$ cat config.mk
export PLATFORM = sky130hd
export DESIGN_NAME = fxp_butterfly
export DESIGN_NICKNAME = d
export VERILOG_FILES = /design/src/rtl/bfly_pkg.sv /design/src/rtl/bfly_round_shift.sv /design/src/rtl/bfly_sat.sv /design/src/rtl/bfly_cmul.sv /design/src/rtl/fxp_butterfly.sv
export SDC_FILE = /design/constraint.sdc
export NUM_CORES = 2
export LEC_CHECK = 0
export BUFFER_PORTS_ARGS = -buffer_cell sky130_fd_sc_hd__buf_4
export CORE_UTILIZATION = 40
export DETAILED_ROUTE_END_ITERATION = 16
export PLACE_DENSITY_LB_ADDON = 0.12
export RECOVER_POWER = 50
export SLEW_MARGIN = 20
export SYNTH_ARGS = -nofsm -noshare
export SYNTH_HDL_FRONTEND = slang
export SYNTH_SLANG_ARGS = --single-unit
$ cat constraint.sdc
create_clock -name clk -period 9.36 [get_ports clk]
set_clock_uncertainty 0.05 [all_clocks]
set_input_delay 0.468 -clock clk [delete_from_list [all_inputs] [get_ports clk]]
set_output_delay 0.468 -clock clk [all_outputs]
set_load 0.05 [all_outputs]
$ cat src/rtl/bfly_pkg.sv
package bfly_pkg;
  localparam int unsigned DEF_DATA_W  = 22;  // 18 integer + 4 fraction bits
  localparam int unsigned DEF_TW_W    = 16;
  localparam int unsigned DEF_TW_FRAC = 14;  // 16384 == +1.0
  localparam int unsigned PIPE_LAT    = 3;   // edges from sample to result
endpackage

$ cat src/rtl/bfly_round_shift.sv
// Rounding arithmetic right shift: (din + half LSB) >>> SHIFT.
// The caller guarantees that din plus the bias cannot overflow IN_W bits.
module bfly_round_shift #(
  parameter int unsigned IN_W  = 38,
  parameter int unsigned SHIFT = 14,
  localparam int unsigned OUT_W = IN_W - SHIFT
) (
  input  logic signed [IN_W-1:0]  din,
  output logic signed [OUT_W-1:0] dout
);
  localparam logic [IN_W-1:0] HALF_LSB =
    {{(IN_W-SHIFT){1'b0}}, 1'b1, {(SHIFT-1){1'b0}}};

  logic signed [IN_W-1:0] biased;

  always_comb begin
    biased = din + $signed(HALF_LSB);
    dout   = OUT_W'(biased >>> SHIFT);
  end
endmodule

$ cat src/rtl/bfly_sat.sv
// Clamp a wide signed value into OUT_W bits.
module bfly_sat #(
  parameter int unsigned IN_W  = 26,
  parameter int unsigned OUT_W = 22
) (
  input  logic signed [IN_W-1:0]  din,
  output logic signed [OUT_W-1:0] dout
);
  localparam logic [OUT_W-1:0] POS_MAX = {1'b0, {(OUT_W-1){1'b1}}};
  localparam logic [OUT_W-1:0] NEG_MAX = {1'b1, {(OUT_W-1){1'b0}}};

  logic [IN_W-OUT_W:0] head;
  logic                fits;

  always_comb begin
    head = din[IN_W-1:OUT_W-1];
    fits = (&head) | ~(|head);
    if (fits)             dout = din[OUT_W-1:0];
    else if (din[IN_W-1]) dout = NEG_MAX;
    else                  dout = POS_MAX;
  end
endmodule

$ cat src/rtl/bfly_cmul.sv
// Two-stage complex rotation tw*b: products registered, then rounded and combined.
module bfly_cmul #(
  parameter int unsigned DW = 22,
  parameter int unsigned TW = 16,
  parameter int unsigned TF = 14,
  localparam int unsigned PW  = DW + TW,   // full product width
  localparam int unsigned RW  = PW - TF,   // rounded product width
  localparam int unsigned WGW = RW + 1     // rotated component width
) (
  input  logic                  clk,
  input  logic                  rst,
  input  logic                  in_valid,
  input  logic signed [DW-1:0]  b_re,
  input  logic signed [DW-1:0]  b_im,
  input  logic signed [TW-1:0]  tw_re,
  input  logic signed [TW-1:0]  tw_im,
  output logic                  wg_valid,
  output logic signed [WGW-1:0] wg_re,
  output logic signed [WGW-1:0] wg_im
);
  localparam int unsigned NPROD = 4;

  // product order: b_re*tw_re, b_im*tw_im, b_im*tw_re, b_re*tw_im
  logic signed [DW-1:0] data_op [NPROD];
  logic signed [TW-1:0] coef_op [NPROD];
  logic signed [PW-1:0] prod_q  [NPROD];
  logic signed [RW-1:0] prod_r  [NPROD];
  logic                 prod_v;

  always_comb begin
    data_op[0] = b_re;  coef_op[0] = tw_re;
    data_op[1] = b_im;  coef_op[1] = tw_im;
    data_op[2] = b_im;  coef_op[2] = tw_re;
    data_op[3] = b_re;  coef_op[3] = tw_im;
  end

  always_ff @(posedge clk) begin
    if (rst) prod_v <= 1'b0;
    else     prod_v <= in_valid;
    if (in_valid) begin
      for (int i = 0; i < NPROD; i++) begin
        prod_q[i] <= data_op[i] * coef_op[i];
      end
    end
  end

  for (genvar gi = 0; gi < NPROD; gi++) begin : g_round
    bfly_round_shift #(.IN_W(PW), .SHIFT(TF)) u_rs (
      .din  (prod_q[gi]),
      .dout (prod_r[gi])
    );
  end

  always_ff @(posedge clk) begin
    if (rst) wg_valid <= 1'b0;
    else     wg_valid <= prod_v;
    if (prod_v) begin
      wg_re <= prod_r[0] - prod_r[1];
      wg_im <= prod_r[2] + prod_r[3];
    end
  end
endmodule

$ cat src/rtl/fxp_butterfly.sv
module fxp_butterfly #(
  parameter int unsigned DATA_W  = bfly_pkg::DEF_DATA_W,
  parameter int unsigned TW_W    = bfly_pkg::DEF_TW_W,
  parameter int unsigned TW_FRAC = bfly_pkg::DEF_TW_FRAC
) (
  input  logic                     clk,
  input  logic                     rst,
  input  logic                     in_valid,
  input  logic signed [DATA_W-1:0] a_re,
  input  logic signed [DATA_W-1:0] a_im,
  input  logic signed [DATA_W-1:0] b_re,
  input  logic signed [DATA_W-1:0] b_im,
  input  logic signed [TW_W-1:0]   tw_re,
  input  logic signed [TW_W-1:0]   tw_im,
  output logic                     out_valid,
  output logic signed [DATA_W-1:0] sum_re,
  output logic signed [DATA_W-1:0] sum_im,
  output logic signed [DATA_W-1:0] dif_re,
  output logic signed [DATA_W-1:0] dif_im
);
  localparam int unsigned WGW   = DATA_W + TW_W - TW_FRAC + 1;
  localparam int unsigned SW    = WGW + 1;  // guard bit for the add/subtract
  localparam int unsigned NLANE = 4;        // sum_re, sum_im, dif_re, dif_im

  // top operand delay line, matched to the two rotation stages
  logic signed [DATA_W-1:0] a_re_d1, a_im_d1, a_re_d2, a_im_d2;
  logic                     in_valid_d1;

  always_ff @(posedge clk) begin
    if (rst) in_valid_d1 <= 1'b0;
    else     in_valid_d1 <= in_valid;
    if (in_valid) begin
      a_re_d1 <= a_re;
      a_im_d1 <= a_im;
    end
    if (in_valid_d1) begin
      a_re_d2 <= a_re_d1;
      a_im_d2 <= a_im_d1;
    end
  end

  logic                  wg_valid;
  logic signed [WGW-1:0] wg_re, wg_im;

  bfly_cmul #(.DW(DATA_W), .TW(TW_W), .TF(TW_FRAC)) u_cmul (
    .clk      (clk),
    .rst      (rst),
    .in_valid (in_valid),
    .b_re     (b_re),
    .b_im     (b_im),
    .tw_re    (tw_re),
    .tw_im    (tw_im),
    .wg_valid (wg_valid),
    .wg_re    (wg_re),
    .wg_im    (wg_im)
  );

  logic signed [SW-1:0]     lane_wide [NLANE];
  logic signed [DATA_W-1:0] lane_sat  [NLANE];
  logic signed [DATA_W-1:0] lane_q    [NLANE];
  logic                     out_v_q;

  always_comb begin
    lane_wide[0] = a_re_d2 + wg_re;
    lane_wide[1] = a_im_d2 + wg_im;
    lane_wide[2] = a_re_d2 - wg_re;
    lane_wide[3] = a_im_d2 - wg_im;
  end

  for (genvar gl = 0; gl < NLANE; gl++) begin : g_lane
    bfly_sat #(.IN_W(SW), .OUT_W(DATA_W)) u_sat (
      .din  (lane_wide[gl]),
      .dout (lane_sat[gl])
    );

    always_ff @(posedge clk) begin
      if (rst)           lane_q[gl] <= '0;
      else if (wg_valid) lane_q[gl] <= lane_sat[gl];
    end
  end

  always_ff @(posedge clk) begin
    if (rst) out_v_q <= 1'b0;
    else     out_v_q <= wg_valid;
  end

  assign out_valid = out_v_q;
  assign sum_re    = lane_q[0];
  assign sum_im    = lane_q[1];
  assign dif_re    = lane_q[2];
  assign dif_im    = lane_q[3];
endmodule

# After elaboration in Yosys (flattened, before gate mapping)
# Memories as Yosys holds them, arrays and structs flattened.
# Index checks and enable logic that the tools add are counted.
# op_classes
n_reduce_logical	8
add_sub_neg	10
n_mux	19
n_bitwise	12
multipliers	4
# op_table
op	count
22-bit 2-to-1 mux	12
38-bit by 15-bit adder with 38-bit output (second input constant)	4
22-bit by 16-bit multiplier with 38-bit output	4
22-bit by 25-bit adder with 26-bit output	2
22-bit by 25-bit subtractor with 26-bit output	2
24-bit by 24-bit adder with 25-bit output	1
24-bit by 24-bit subtractor with 25-bit output	1
5-bit AND reduction	4
5-bit OR reduction	4
1-bit bitwise OR	8
1-bit 2-to-1 mux	7
1-bit inverter	4
# word_totals
n_memories	2
register_bits	141
in_bits	123
mem_bits_rw	240
# mem_list
memory	depth	width	rd	rd_clocked_by_memory_dff	write_ports	line	source
u_cmul.prod_q	4	38	4	0	4	bfly_cmul.sv:26	logic signed [PW-1:0] prod_q [NPROD];
lane_q	4	22	4	0	4	fxp_butterfly.sv:60	logic signed [DATA_W-1:0] lane_q [NLANE];

# Longest topological paths before layout
# depth
depth_word	6
mapped_depth	28

# Hierarchy
# From an unflattened synthesis, not the netlist that was laid out.
# hier_totals
hier_cells	7999
area_unflattened_um2	75546.2
# by_module_without_submodules
module	seq_area_each_um2	n_inst	cells_per_inst	area_each_um2
bfly_cmul	6105.9	1	6350	59598.4
fxp_butterfly	5325.1	1	1093	11448.5
bfly_sat	0.0	4	80	648.1
bfly_round_shift	0.0	4	59	476.7

# Least setup slack after synthesis
# OpenSTA, ideal clock, no wires.
# synth_timing
path_kind	input -> register
startpoint	input tw_re[1]
endpoint	memory u_cmul.prod_q[2][35] (netlist bit), data pin
setup_ns	0.259
slack_ns	2.398
path_stages	26
arrival_ns	6.654
required_ns	9.051
cell_sequence	clkbuf_1 -> clkbuf_1 -> nand2_1 -> fa_1 -> inv_1 -> fa_1 -> inv_1 -> fa_1 -> inv_1 -> fa_1 -> inv_1 -> fa_1 -> inv_1 -> fa_1 -> ha_1 -> a21oi_1 -> o21bai_1 -> a2111oi_0 -> o41ai_1 -> a21oi_1 -> a21o_1 -> a41oi_1 -> a41oi_1 -> o21bai_1 -> a21oi_1 -> xnor2_1
# synth_rtl
element	line	source
start, declared	fxp_butterfly.sv:13	input logic signed [TW_W-1:0] tw_re,
end, declared	bfly_cmul.sv:26	

==> reports/results.ini <==
[sta]
fmax_mhz = 141
fin_crit_ns = 7.11
drv_slew = 246
setup_viol = 0
tightest_slew_ns = 4.01
tns_ns = 0
fin_crit_sh_pct = 76.0
maxSlewHeadroom_pct = -167
rsz0062_at_grt = false
finalHoldViolCount = 0

[floorplan]
fp.dieH_um = 416
ios = 212
row_count = 151
die_w_um = 416
coreArea_mm2 = 0.170
dieArea_mm2 = 0.173
start_util_pct = 40.3

[synthesis]
yosysTopAreaCell = fa_1
synth_top_family_by_area = adder cells
yosys-top-cells-area = fa_1 41%, edfxtp_1 14%, ha_1 9.4%
synth_compound_area_share_pct = 5.99
ys_ff_latch = 329
synth_cell_types = 73
avgSynthCellArea_um2 = 9.44
syn-num-nets = 9271
yosys-top-cells-count = 1711 x inv_1, 1386 x fa_1, 881 x nand2_1, 547 x and2_1, 516 x ha_1
yosys.area_share.simple_pct = 14.0
synthAdderAreaFrac_pct = 50.0
synthFlopType = edfxtp_1
yosysTopAreaCellShare_pct = 40.6
synth_edf_count = 326
synthMuxAreaShare_pct = 0.0732
synth_most_common_cell = inv_1
syn_area_mm2 = 0.0684
synthCells = 7246
ys_seq_area_share_pct = 14.4
yosysWarnings = 0
synth-async-reset-ratio_pct = 0
synthXorXnorAreaFrac_pct = 4.24

[critical_path]
crit_fanout = 44
reg2regPathDepth = 14
critPathArrivalTime_ns = 7.40
start_kind = primary input
end_kind = register
crit_type = primary input to register
required_ns = 9.65

[cells_and_area]
layout.nets = 9257
area_growth_pct = 7.16
drive_gt1_share_pct = 4.07

[status]
status = complete, but fails checks
violations = capacitance limit, slew limit

[global_route]
grt_max_degree = 67
antenna_found_initial = 6
track_usage_pct = 22.3
grt_remaining_overflow = 0
grt_pass1_wl_mm = 297
grt_pass1_vias = 52279

[route]
wl_mm = 188
wl_met2_mm = 92.8
routed.top_layer = met4
wl_per_cell_um = 19.8
drt-vias-per-instance = 4.99
num_vias = 47318
detail-route-antenna-nets = 0
wl_met1_mm = 82.5
dr_wl_met3_mm = 7.65
drc = 0
dr.pass1.iters = 8
drt_iter0_markers = 2599

[clock_tree]
cts_tree = built
cts_inserted_buffers = 42
insertion_delay_ns = 0.63
clkSinkCount = 329
htreeDepth = 2
clk_path_buf_depth = 3
clk_pin_slew_ns = 0.05
cts-root-buf = clkbuf_16

[place]
dp.final_hpwl_mm = 147
gp_congestion = 0.876
portBuffers = 211

[run]
maxCapViolCount = 5

[worst_hold_path]
hp-class = register to register
holdPathStages = 0

## logic make-up after synthesis
kind of cell / after synthesis
DFF: 329
and+or+nand+nor: 1996
muxes: 5
AOI/OAI and AO/OA: 633
xor gates and xnor gates: 331
adders and majority gates: 1902
buffers and inverters: 2050
## critical path, stage by stage
cell and delay, ns:
buf_4 0.49, nand2_1 0.16, fa_1 0.52, fa_1 0.50, inv_1 0.04, ha_1 0.17, inv_1 0.07, fa_1 0.43
fa_1 0.52, fa_1 0.50, inv_1 0.05, ha_1 0.28, and3_1 0.15, nand3_1 0.07, o221ai_1 0.50, a2111oi_0 1.10
o21a_1 0.31, a211oi_1 0.13, o221ai_1 0.28, a21oi_1 0.14, a21oi_1 0.24, o21bai_1 0.10, xnor2_1 0.13
## registers in the layout, indices dropped and copies added (netlist names)
signal	cells
a_im_d1	22
a_im_d2	22
a_re_d1	22
a_re_d2	22
lane_q	88
out_valid	1
u_cmul.prod_q	100
u_cmul.prod_v	1
u_cmul.wg_im	25
u_cmul.wg_re	25
u_cmul.wg_valid	1
## repair_timing
action                    CTS  global route
buffers inserted            0             0
hold buffers               45             0
hold endpoints to repair   46             0
resized for setup           0             0
## routing by layer
metal	vias up	track usage, %
li1	21710	-
met1	24396	29.4
met2	963	39.2
met3	249	2.16
met4	0	5.97
met5	-	0
## cell usage in the layout (no fill, tap or decap), types with 11 or more instances in the layout
cell,n
a211oi_1,17
a21boi_0,15
a21o_1,74
a21oi_1,171
a21oi_2,22
a31oi_1,20
and2_1,547
and3_1,46
and4_1,12
buf_4,137
clkbuf_1,58
clkbuf_16,42
clkbuf_4,41
dlygate4sd3_1,45
edfxtp_1,326
fa_1,1386
ha_1,516
inv_1,1711
nand2_1,881
nand2b_1,53
nand3_1,70
nand4_1,25
nor2_1,239
nor2b_1,35
nor3_1,49
nor4_1,11
o21a_1,30
o21ai_0,84
o21ai_1,70
o21bai_1,29
o31ai_1,14
or3_1,11
xnor2_1,243
xor2_1,88
## stage by stage
step | setup slack (ns) | hold slack, ns | instance area [um^2] | utilization, % | cells
after floorplan | 2.40 | 0.350 | 68400 | - | 7246
final | 2.25 | 0.353 | 73300 | 43.2 | 9488
after global routing | 1.80 | 0.367 | 73300 | 43.2 | 9484
after detailed placement | 1.64 | 0.355 | 71700 | 42.3 | 9361
after CTS | 2.33 | 0.127 | 73500 | 43.3 | 9483
after global placement | 1.76 | 0.352 | 71700 | 42.3 | 9361
## cell type report
type	count	area, um^2
inverters	1717	6440
repair buffers	275	1980
fillers	16846	96400
flip-flops and latches	329	9850
diodes	5	12.5
well taps	2218	2780
clock inverters	29	277
multi-input cells	4867	50900
clock buffers	48	1070
## path summary, 6_finish.rpt
kind                                                 from                        endpoint  slack (ns)
worst min register to register      a_re_d1[21]$_DFFE_PP_           a_re_d2[21]$_DFFE_PP_        0.35
worst min-delay path                a_re_d1[21]$_DFFE_PP_           a_re_d2[21]$_DFFE_PP_        0.35
worst max-delay path                             tw_im[5]  u_cmul.prod_q[1][37]$_DFFE_PP_        2.25
worst max register to register  u_cmul.wg_re[0]$_DFFE_PP_      lane_q[2][4]$_SDFFCE_PN0P_        4.55
Power is not shown: default switching activity piles up to over one toggle a cycle in this logic, so the estimate is an artifact.
